--- config.mk ---
export PLATFORM = sky130hd
export DESIGN_NAME = gpio_irq_unit
export DESIGN_NICKNAME = d
export VERILOG_FILES = /design/src/rtl/gpio_irq_pkg.sv /design/src/rtl/gpio_irq_cfg.sv /design/src/rtl/gpio_irq_pin.sv /design/src/rtl/gpio_irq_unit.sv
export SDC_FILE = /design/constraint.sdc
export NUM_CORES = 1
export LEC_CHECK = 0
export ABC_AREA = 1
export BUFFER_PORTS_ARGS = -buffer_cell sky130_fd_sc_hd__buf_2
export CAP_MARGIN = 20
export CORE_MARGIN = 2
export CORE_UTILIZATION = 48
export DETAILED_ROUTE_END_ITERATION = 16
export GPL_ROUTABILITY_DRIVEN = 0
export PLACE_DENSITY = 0.72
export REMOVE_ABC_BUFFERS = 1
export SLEW_MARGIN = 0
export SYNTH_ARGS = -nofsm -noshare
export SYNTH_HDL_FRONTEND = slang
export SYNTH_SLANG_ARGS = --single-unit
--- constraint.sdc ---
create_clock -name clk -period 3.15 [get_ports clk]
set_input_delay 0.63 -clock clk [delete_from_list [all_inputs] [get_ports clk]]
set_output_delay 0.63 -clock clk [all_outputs]
set_load 0.02 [all_outputs]
--- src/rtl/gpio_irq_pkg.sv ---
package gpio_irq_pkg;

   // Register offsets; software decodes these, so they are fixed.
   localparam int unsigned OFS_LEVEL  = 32'h404;
   localparam int unsigned OFS_ANY    = 32'h408;
   localparam int unsigned OFS_POL    = 32'h40C;
   localparam int unsigned OFS_ENABLE = 32'h410;
   localparam int unsigned OFS_RAW    = 32'h414;
   localparam int unsigned OFS_MASKED = 32'h418;
   localparam int unsigned OFS_ACK    = 32'h41C;

   // Minimum address width that reaches the highest offset.
   localparam int unsigned MIN_ADDR_W = 11;

   // Per-pin trigger setting.
   typedef struct packed {
      logic level;        // 1: level sensitive, 0: edge sensitive
      logic any_edge;     // edge mode: both transitions fire
      logic active_high;  // rising / high when 1, falling / low when 0
   } trig_cfg_t;

endpackage

--- src/rtl/gpio_irq_cfg.sv ---
module gpio_irq_cfg
   import gpio_irq_pkg::*;
#(
   parameter int NPINS  = 8,
   parameter int ADDR_W = 12
) (
   input  logic              clk,
   input  logic              rst_n,
   input  logic              reg_wr,
   input  logic [ADDR_W-1:0] reg_addr,
   input  logic [NPINS-1:0]  reg_wdata,
   output logic [NPINS-1:0]  level_q,
   output logic [NPINS-1:0]  any_q,
   output logic [NPINS-1:0]  pol_q,
   output logic [NPINS-1:0]  enable_q,
   output logic [NPINS-1:0]  ack_stb
);

   logic hit_level, hit_any, hit_pol, hit_enable, hit_ack;

   always_comb begin
      hit_level  = reg_wr && (reg_addr == ADDR_W'(OFS_LEVEL));
      hit_any    = reg_wr && (reg_addr == ADDR_W'(OFS_ANY));
      hit_pol    = reg_wr && (reg_addr == ADDR_W'(OFS_POL));
      hit_enable = reg_wr && (reg_addr == ADDR_W'(OFS_ENABLE));
      hit_ack    = reg_wr && (reg_addr == ADDR_W'(OFS_ACK));
   end

   // The acknowledge is a one-cycle pulse; nothing is stored.
   assign ack_stb = hit_ack ? reg_wdata : '0;

   always_ff @(posedge clk) begin
      if (!rst_n) begin
         level_q  <= '0;
         any_q    <= '0;
         pol_q    <= '0;
         enable_q <= '0;
      end else begin
         if (hit_level)  level_q  <= reg_wdata;
         if (hit_any)    any_q    <= reg_wdata;
         if (hit_pol)    pol_q    <= reg_wdata;
         if (hit_enable) enable_q <= reg_wdata;
      end
   end

   // A write stores exactly the written word.
   assert_cfg_store_R2: assert property (@(posedge clk) disable iff (!rst_n)
      hit_enable |=> (enable_q == $past(reg_wdata)));

endmodule

--- src/rtl/gpio_irq_pin.sv ---
module gpio_irq_pin
   import gpio_irq_pkg::*;
(
   input  logic      clk,
   input  logic      rst_n,
   input  logic      armed,
   input  logic      pin,
   input  trig_cfg_t cfg,
   input  logic      ack,
   output logic      raw
);

   logic prev_q;
   logic latch_q;
   logic rise, fall, edge_hit, level_true;

   always_comb begin
      // Compare only with the previous pin sample, so a change of
      // configuration on its own cannot produce an event.
      rise       = armed & pin & ~prev_q;
      fall       = armed & ~pin & prev_q;
      if (cfg.any_edge)
         edge_hit = rise | fall;
      else
         edge_hit = cfg.active_high ? rise : fall;
      level_true = cfg.active_high ? pin : ~pin;
      raw        = cfg.level ? level_true : latch_q;
   end

   always_ff @(posedge clk) begin
      if (!rst_n) begin
         prev_q  <= 1'b0;
         latch_q <= 1'b0;
      end else begin
         prev_q  <= pin;
         // A new edge wins over a simultaneous acknowledge.
         latch_q <= (latch_q & ~ack) | (edge_hit & ~cfg.level);
      end
   end

   // An edge latch can only rise after the pin changed.
   assert_edge_needs_toggle_R12: assert property (@(posedge clk) disable iff (!rst_n)
      $rose(latch_q) |-> ($past(pin) != $past(prev_q)));

   // An acknowledge with no competing edge drops the latch.
   assert_ack_clears_R7: assert property (@(posedge clk) disable iff (!rst_n)
      (ack && !edge_hit) |=> !latch_q);

   // An edge racing the acknowledge is kept.
   assert_ack_race_keeps_R9: assert property (@(posedge clk) disable iff (!rst_n)
      (ack && edge_hit && !cfg.level) |=> latch_q);

   // Level mode follows the pin in the polarity chosen.
   assert_level_follows_R6: assert property (@(posedge clk) disable iff (!rst_n)
      (cfg.level && cfg.active_high && pin) |-> raw);

   // Acknowledge cannot remove a level that holds.
   assert_level_ack_ignored_R8: assert property (@(posedge clk) disable iff (!rst_n)
      (cfg.level && ack && !cfg.active_high && !pin) |-> raw);

endmodule

--- src/rtl/gpio_irq_unit.sv ---
module gpio_irq_unit
   import gpio_irq_pkg::*;
#(
   parameter int NPINS  = 8,
   parameter int ADDR_W = 12
) (
   input  logic              clk,
   input  logic              rst_n,
   input  logic [NPINS-1:0]  pin_in,
   input  logic              reg_wr,
   input  logic [ADDR_W-1:0] reg_addr,
   input  logic [NPINS-1:0]  reg_wdata,
   output logic [NPINS-1:0]  reg_rdata,
   output logic              irq_out
);

   if (NPINS < 1 || NPINS > 32) begin : g_bad_npins
      $error("gpio_irq_unit: NPINS must be 1..32");
   end
   if (ADDR_W < MIN_ADDR_W) begin : g_bad_addr
      $error("gpio_irq_unit: ADDR_W too small for the register offsets");
   end

   logic [NPINS-1:0] level_q, any_q, pol_q, enable_q, ack_stb;
   logic [NPINS-1:0] raw_st, masked_st;
   logic             armed_q;

   gpio_irq_cfg #(.NPINS(NPINS), .ADDR_W(ADDR_W)) u_cfg (
      .clk       (clk),
      .rst_n     (rst_n),
      .reg_wr    (reg_wr),
      .reg_addr  (reg_addr),
      .reg_wdata (reg_wdata),
      .level_q   (level_q),
      .any_q     (any_q),
      .pol_q     (pol_q),
      .enable_q  (enable_q),
      .ack_stb   (ack_stb)
   );

   // One cycle after reset the previous-sample registers hold real data.
   always_ff @(posedge clk) begin
      if (!rst_n) armed_q <= 1'b0;
      else        armed_q <= 1'b1;
   end

   for (genvar i = 0; i < NPINS; i++) begin : g_pin
      trig_cfg_t pin_cfg;
      assign pin_cfg = '{level: level_q[i], any_edge: any_q[i], active_high: pol_q[i]};
      gpio_irq_pin u_pin (
         .clk   (clk),
         .rst_n (rst_n),
         .armed (armed_q),
         .pin   (pin_in[i]),
         .cfg   (pin_cfg),
         .ack   (ack_stb[i]),
         .raw   (raw_st[i])
      );
   end

   assign masked_st = raw_st & enable_q;
   assign irq_out   = |masked_st;

   always_comb begin
      reg_rdata = '0;
      if      (reg_addr == ADDR_W'(OFS_LEVEL))  reg_rdata = level_q;
      else if (reg_addr == ADDR_W'(OFS_ANY))    reg_rdata = any_q;
      else if (reg_addr == ADDR_W'(OFS_POL))    reg_rdata = pol_q;
      else if (reg_addr == ADDR_W'(OFS_ENABLE)) reg_rdata = enable_q;
      else if (reg_addr == ADDR_W'(OFS_RAW))    reg_rdata = raw_st;
      else if (reg_addr == ADDR_W'(OFS_MASKED)) reg_rdata = masked_st;
   end

   // With every pin disabled the line stays quiet.
   assert_irq_gated_R11: assert property (@(posedge clk) disable iff (!rst_n)
      (enable_q == '0) |-> !irq_out);

   // Masked status never shows a bit the raw status lacks.
   assert_masked_subset_R10: assert property (@(posedge clk) disable iff (!rst_n)
      ((masked_st & ~raw_st) == '0));

endmodule

* Word level (Yosys, flattened, before mapping) *
Cells that the tools add are included.

storage, ports and cells
  input port bits = 31
  logic and storage cells = 171
  output and inout port bits = 9
  register bits after elaboration = 49

operators by class
  equal/unequal tests = 7
  bitwise logic cells = 97
  mux-type cells = 40
  reductions and logical operators = 6

operator list
  cell                                                                      number
  12-bit by 11-bit equality test with 1-bit output (second input constant)  7
  8-bit two-way mux                                                         7
  1-bit bitwise AND                                                         48
  1-bit two-way mux                                                         33
  1-bit NOT                                                                 32
  1-bit OR                                                                  16
  8-bit bitwise AND                                                         1
  8-bit OR reduction                                                        1
  1-bit logical AND                                                         5

* Depth between registers and ports, before layout *
  depth in word-level cells = 10
  gate-level depth with buffers = 11
  depth with buffers taken out = 10

* Cells and area by module *
From an unflattened synthesis, not the netlist that was laid out.

second synthesis, totals
  cell total of the unflattened synthesis = 591
  area total of the unflattened synthesis = 3383.2 µm²

modules (own cells, without submodules)
  module         area each (µm²)  instances  cells each
  gpio_irq_cfg   1542.7           1          228
  gpio_irq_pin   142.6            8          26
  gpio_irq_unit  699.4            1          155

* Least setup slack after synthesis *
No wires, ideal clock.

  path type = input -> output
  start = input reg_addr[11]
  end = output reg_rdata[0]
  arrival = 1.664 ns
  required time = 2.520 ns
  setup slack = 0.856 ns
  cell stages on the path = 11
  cell sequence = inv_1 -> nand2_2 -> nor2_8 -> inv_4 -> nor2_8 -> buf_8 -> nand2_4 -> o21ai_0 -> inv_1 -> nand2_1 -> nand2_1

between the ends
  longest elaborated chain between the ends = 7

ends and longest elaborated chain
  element                                           line                 RTL
  from (decl)                                       gpio_irq_unit.sv:11  input logic [ADDR_W-1:0] reg_addr,
  12-bit by 11-bit equality test with 1-bit output  gpio_irq_unit.sv:71  else if (reg_addr == ADDR_W'(OFS_MASKED)) reg_rdata = masked_st;
  8-bit two-way mux                                 gpio_irq_unit.sv:71
  8-bit two-way mux                                 gpio_irq_unit.sv:70  else if (reg_addr == ADDR_W'(OFS_RAW)) reg_rdata = raw_st;
  8-bit two-way mux                                 gpio_irq_unit.sv:69  else if (reg_addr == ADDR_W'(OFS_ENABLE)) reg_rdata = enable_q;
  8-bit two-way mux                                 gpio_irq_unit.sv:68  else if (reg_addr == ADDR_W'(OFS_POL)) reg_rdata = pol_q;
  8-bit two-way mux                                 gpio_irq_unit.sv:67  else if (reg_addr == ADDR_W'(OFS_ANY)) reg_rdata = any_q;
  8-bit two-way mux *                               gpio_irq_unit.sv:66  if (reg_addr == ADDR_W'(OFS_LEVEL)) reg_rdata = level_q;
  to (decl)                                         gpio_irq_unit.sv:13  output logic [NPINS-1:0] reg_rdata,

Every way passes the cells marked *; elsewhere a longest branch is shown, timed or not.

* Final worst setup path *
  start = input reg_addr[11]
  end = output reg_rdata[6]

The elaborated chain is that of the path after synthesis.

==> summary.md <==
| Metric | Value |
|---|---|
| Relative slew slack | `0.5691` |
| R2r setup slk | `2080 ps` |
| Slew at the pin closest to its max-slew limit | `645.6 ps` |
| Hold Vio Cnt, Final | `0` |
| Sum Neg Setup Slack | `0 ps` |
| Hold depth | `2` |
| Mapped Cells | `413` |
| Mapped Area | `0.002855 mm2` |
| Total congestion overflow | `0` |
| HP Start | `g_pin[7].u_pin.latch_q` |
| Layout cells sized above 1 | `0.1778` |
| CTS tree | `done` |
| Die area | `0.006581 mm2` |
| Startpoint types | `input port` |
| Reg2reg end | `g_pin[1].u_pin.latch_q` |
| Syn_area_per_cell | `6.913 um2` |
| Reg2reg path depth | `5` |
| Clock Skew | `9.871 ps` |
| Core Box Area | `0.005851 mm2` |
| Core Rows | `28` |
| Die X | `81.13 um` |
| Initial antenna violation count | `0` |
| Reg2reg start | `u_cfg.pol_q[1]` |
| Clock Path Buffers | `2` |
| I/O pin count | `40` |
| Area growth from synthesis to layout | `11.61%` |
| Worst Path Arrival | `2060 ps` |
| Dpl hpwl | `5118 um` |
| Placed Area | `0.003070 mm2` |
| TritonCTS buffer count | `5` |
| Fmax | `371.8 MHz` |
| Vias per cell | `5.349` |
| Total power density per cell area | `374.9 mW/mm2` |
| Clk slew on worst S/H paths | `80 ps` |
| Cells after DPL | `517` |
| Initial drt markers | `229` |
| Status | `finished, final reports clean` |
| Routed len/inst | `13.85 um` |
| Vias | `2,808` |
| Final setup violation count | `0` |
| Min cycle time layout | `2690 ps` |
| Worst Setup End Kind | `output port` |
| Post-layout net count | `480` |
| Final ANT Viol Nets | `0` |
| Setup ws final | `460.2 ps` |
| Starting density of the core | `0.4880` |
| PostCTS Resize Cnt | `0` |
| Worst min-delay path class | `reg -> reg` |
| Clk Latency, worst-skew pair | `300 ps` |
| Die height | `81.13 um` |
| Total GRT Usage | `0.2288` |
| Leading cell types in the layout, fill and taps excluded | `74 x inv_1, 56 x nand2_1, 49 x dfxtp_1, 39 x buf_2, 38 x a21oi_1` |
| Antenna Cells | `0` |
| Clock Sinks | `49` |
| CP required | `2520 ps` |
| Commonest non-fill, non-tap cell in the layout | `inv_1` |
| Total setup buffers inserted after CTS | `0` |
| Non-Filler Instances | `525` |
| Yosys reg bits | `49` |
| Vias in the first global route | `2,430` |
| Design area | `0.003187 mm2` |
| Cts hold-fix bufs | `0` |
| Pin count of the biggest net entering global routing | `34` |
| Register area share after synthesis | `0.3436` |
| H-tree depth | `2` |
| RSZ-0062 raised after global routing | `false` |
| Setup CP Type | `in -> out` |
| Max IR drop VDD | `293.6 uV` |
| Port buffer count | `39` |
| Yosys Warn Count | `0` |
| Total Routed Length | `7271 um` |
| # DRC | `0` |
| Global-route wire length before repair | `11,500 um` |
| CP Max Fanout | `13` |
| CTS root buf | `clkbuf_8` |
| Hold Path End | `g_pin[7].u_pin.latch_q` |
| Post-Place Setup Slack | `476.5 ps` |
| DR pass1 iterations | `5` |
| Synth unique cells | `32` |
| Pins Over Slew Limit | `0` |
| Fin crit share | `0.8539` |
| Max-cap viol count | `0` |
| P_leak | `1.410 nW` |
area by class of cell:
class / count / area, um2
flip-flops and latches: 49 / 980.9
inverters: 78 / 295.3
multi-input cells: 275 / 1498
clock inverters: 1 / 30.03
repair buffers: 40 / 202.7
fillers: 571 / 2664
clock buffers: 7 / 86.33
well taps: 75 / 93.84
where the power goes:
| group | internal [mW] | total, mW | leakage, nW | switching [mW] |
|---|---|---|---|---|
| clock | 0.259 | 0.462 | 0.0585 | 0.203 |
| combinational | 0.0345 | 0.0965 | 0.954 | 0.0619 |
| sequential | 0.629 | 0.636 | 0.398 | 0.00698 |
| total | 0.922 | 1.19 | 1.41 | 0.272 |
sequential cells by signal, indices dropped and copies added, names as in the netlist:
signal               cells
g_pin.u_pin.latch_q      8
g_pin.u_pin.prev_q       8
u_cfg.any_q              8
u_cfg.enable_q           8
u_cfg.level_q            8
u_cfg.pol_q              8
armed_q                  1
kinds of logic after synthesis:
kind of cell / synth area share
buf+inv: 0.1319
flops: 0.3436
simple gates: 0.2975
compound gates: 0.2270
stage by stage:
step	util	hold WS, ps	total power [mW]
after detailed placement	0.5248	465.4	0.7458
after CTS	0.5447	476.2	1.202
after global placement	0.5248	453.7	0.7417
after floorplan	-	443.8	0.7003
after global routing	0.5447	494.9	1.241
final	0.5447	476.5	1.195
critical path, cell delays in order:
cell and delay [ps]:
buf_2 90, inv_1 50, nand2_2 80, nor2_8 160, inv_4 60, nor2_8 220, nand2_2 180, inv_2 250
nand2_1 90, nand2_1 80, buf_2 160
metal layers:
metal | part of all wire | global-route usage | vias up
li1 | - | - | 1427
met1 | 0.45 | 0.3052 | 1279
met2 | 0.48 | 0.3760 | 92
met3 | 0.061 | 0.03556 | 10
met4 | 0.011 | 0.07966 | 0
met5 | 0 | 0 | -
cell usage after synthesis:
library cell	instances	area share
nor2_4	4	0.016
buf_4	1	0.0026
buf_1	1	0.0013
inv_1	74	0.097
nand3_4	2	0.012
clkbuf_1	3	0.0039
nand2_2	4	0.0088
buf_8	1	0.0053
nand3_2	2	0.0070
dfxtp_1	49	0.34
a21oi_1	38	0.067
o31ai_1	8	0.021
nand3_1	35	0.061
o21ai_1	5	0.0088
o21ai_0	35	0.061
inv_4	1	0.0022
inv_2	3	0.0039
nand2_1	56	0.074
nand4_1	8	0.018
buf_6	3	0.012
o21a_1	8	0.021
a21oi_2	2	0.0061
nor2_1	35	0.046
nand2_4	2	0.0079
nor2_2	2	0.0044
o211ai_1	16	0.042
and2_1	1	0.0022
or2_2	8	0.018
buf_2	2	0.0035
nand3b_4	1	0.0070
or2_0	1	0.0022
nor2_8	2	0.014
how the worst max path moves through the flow:
stage,cells past startpoint,to,start
after detailed placement,11,reg_rdata[6],reg_addr[11]
final,11,reg_rdata[6],reg_addr[11]
after CTS,11,reg_rdata[6],reg_addr[11]
after global routing,11,reg_rdata[6],reg_addr[9]
after global placement,11,reg_rdata[5],reg_addr[11]
after floorplan,9,reg_rdata[0],reg_addr[11]
No activity file was read; power rests on OpenSTA's default activity.
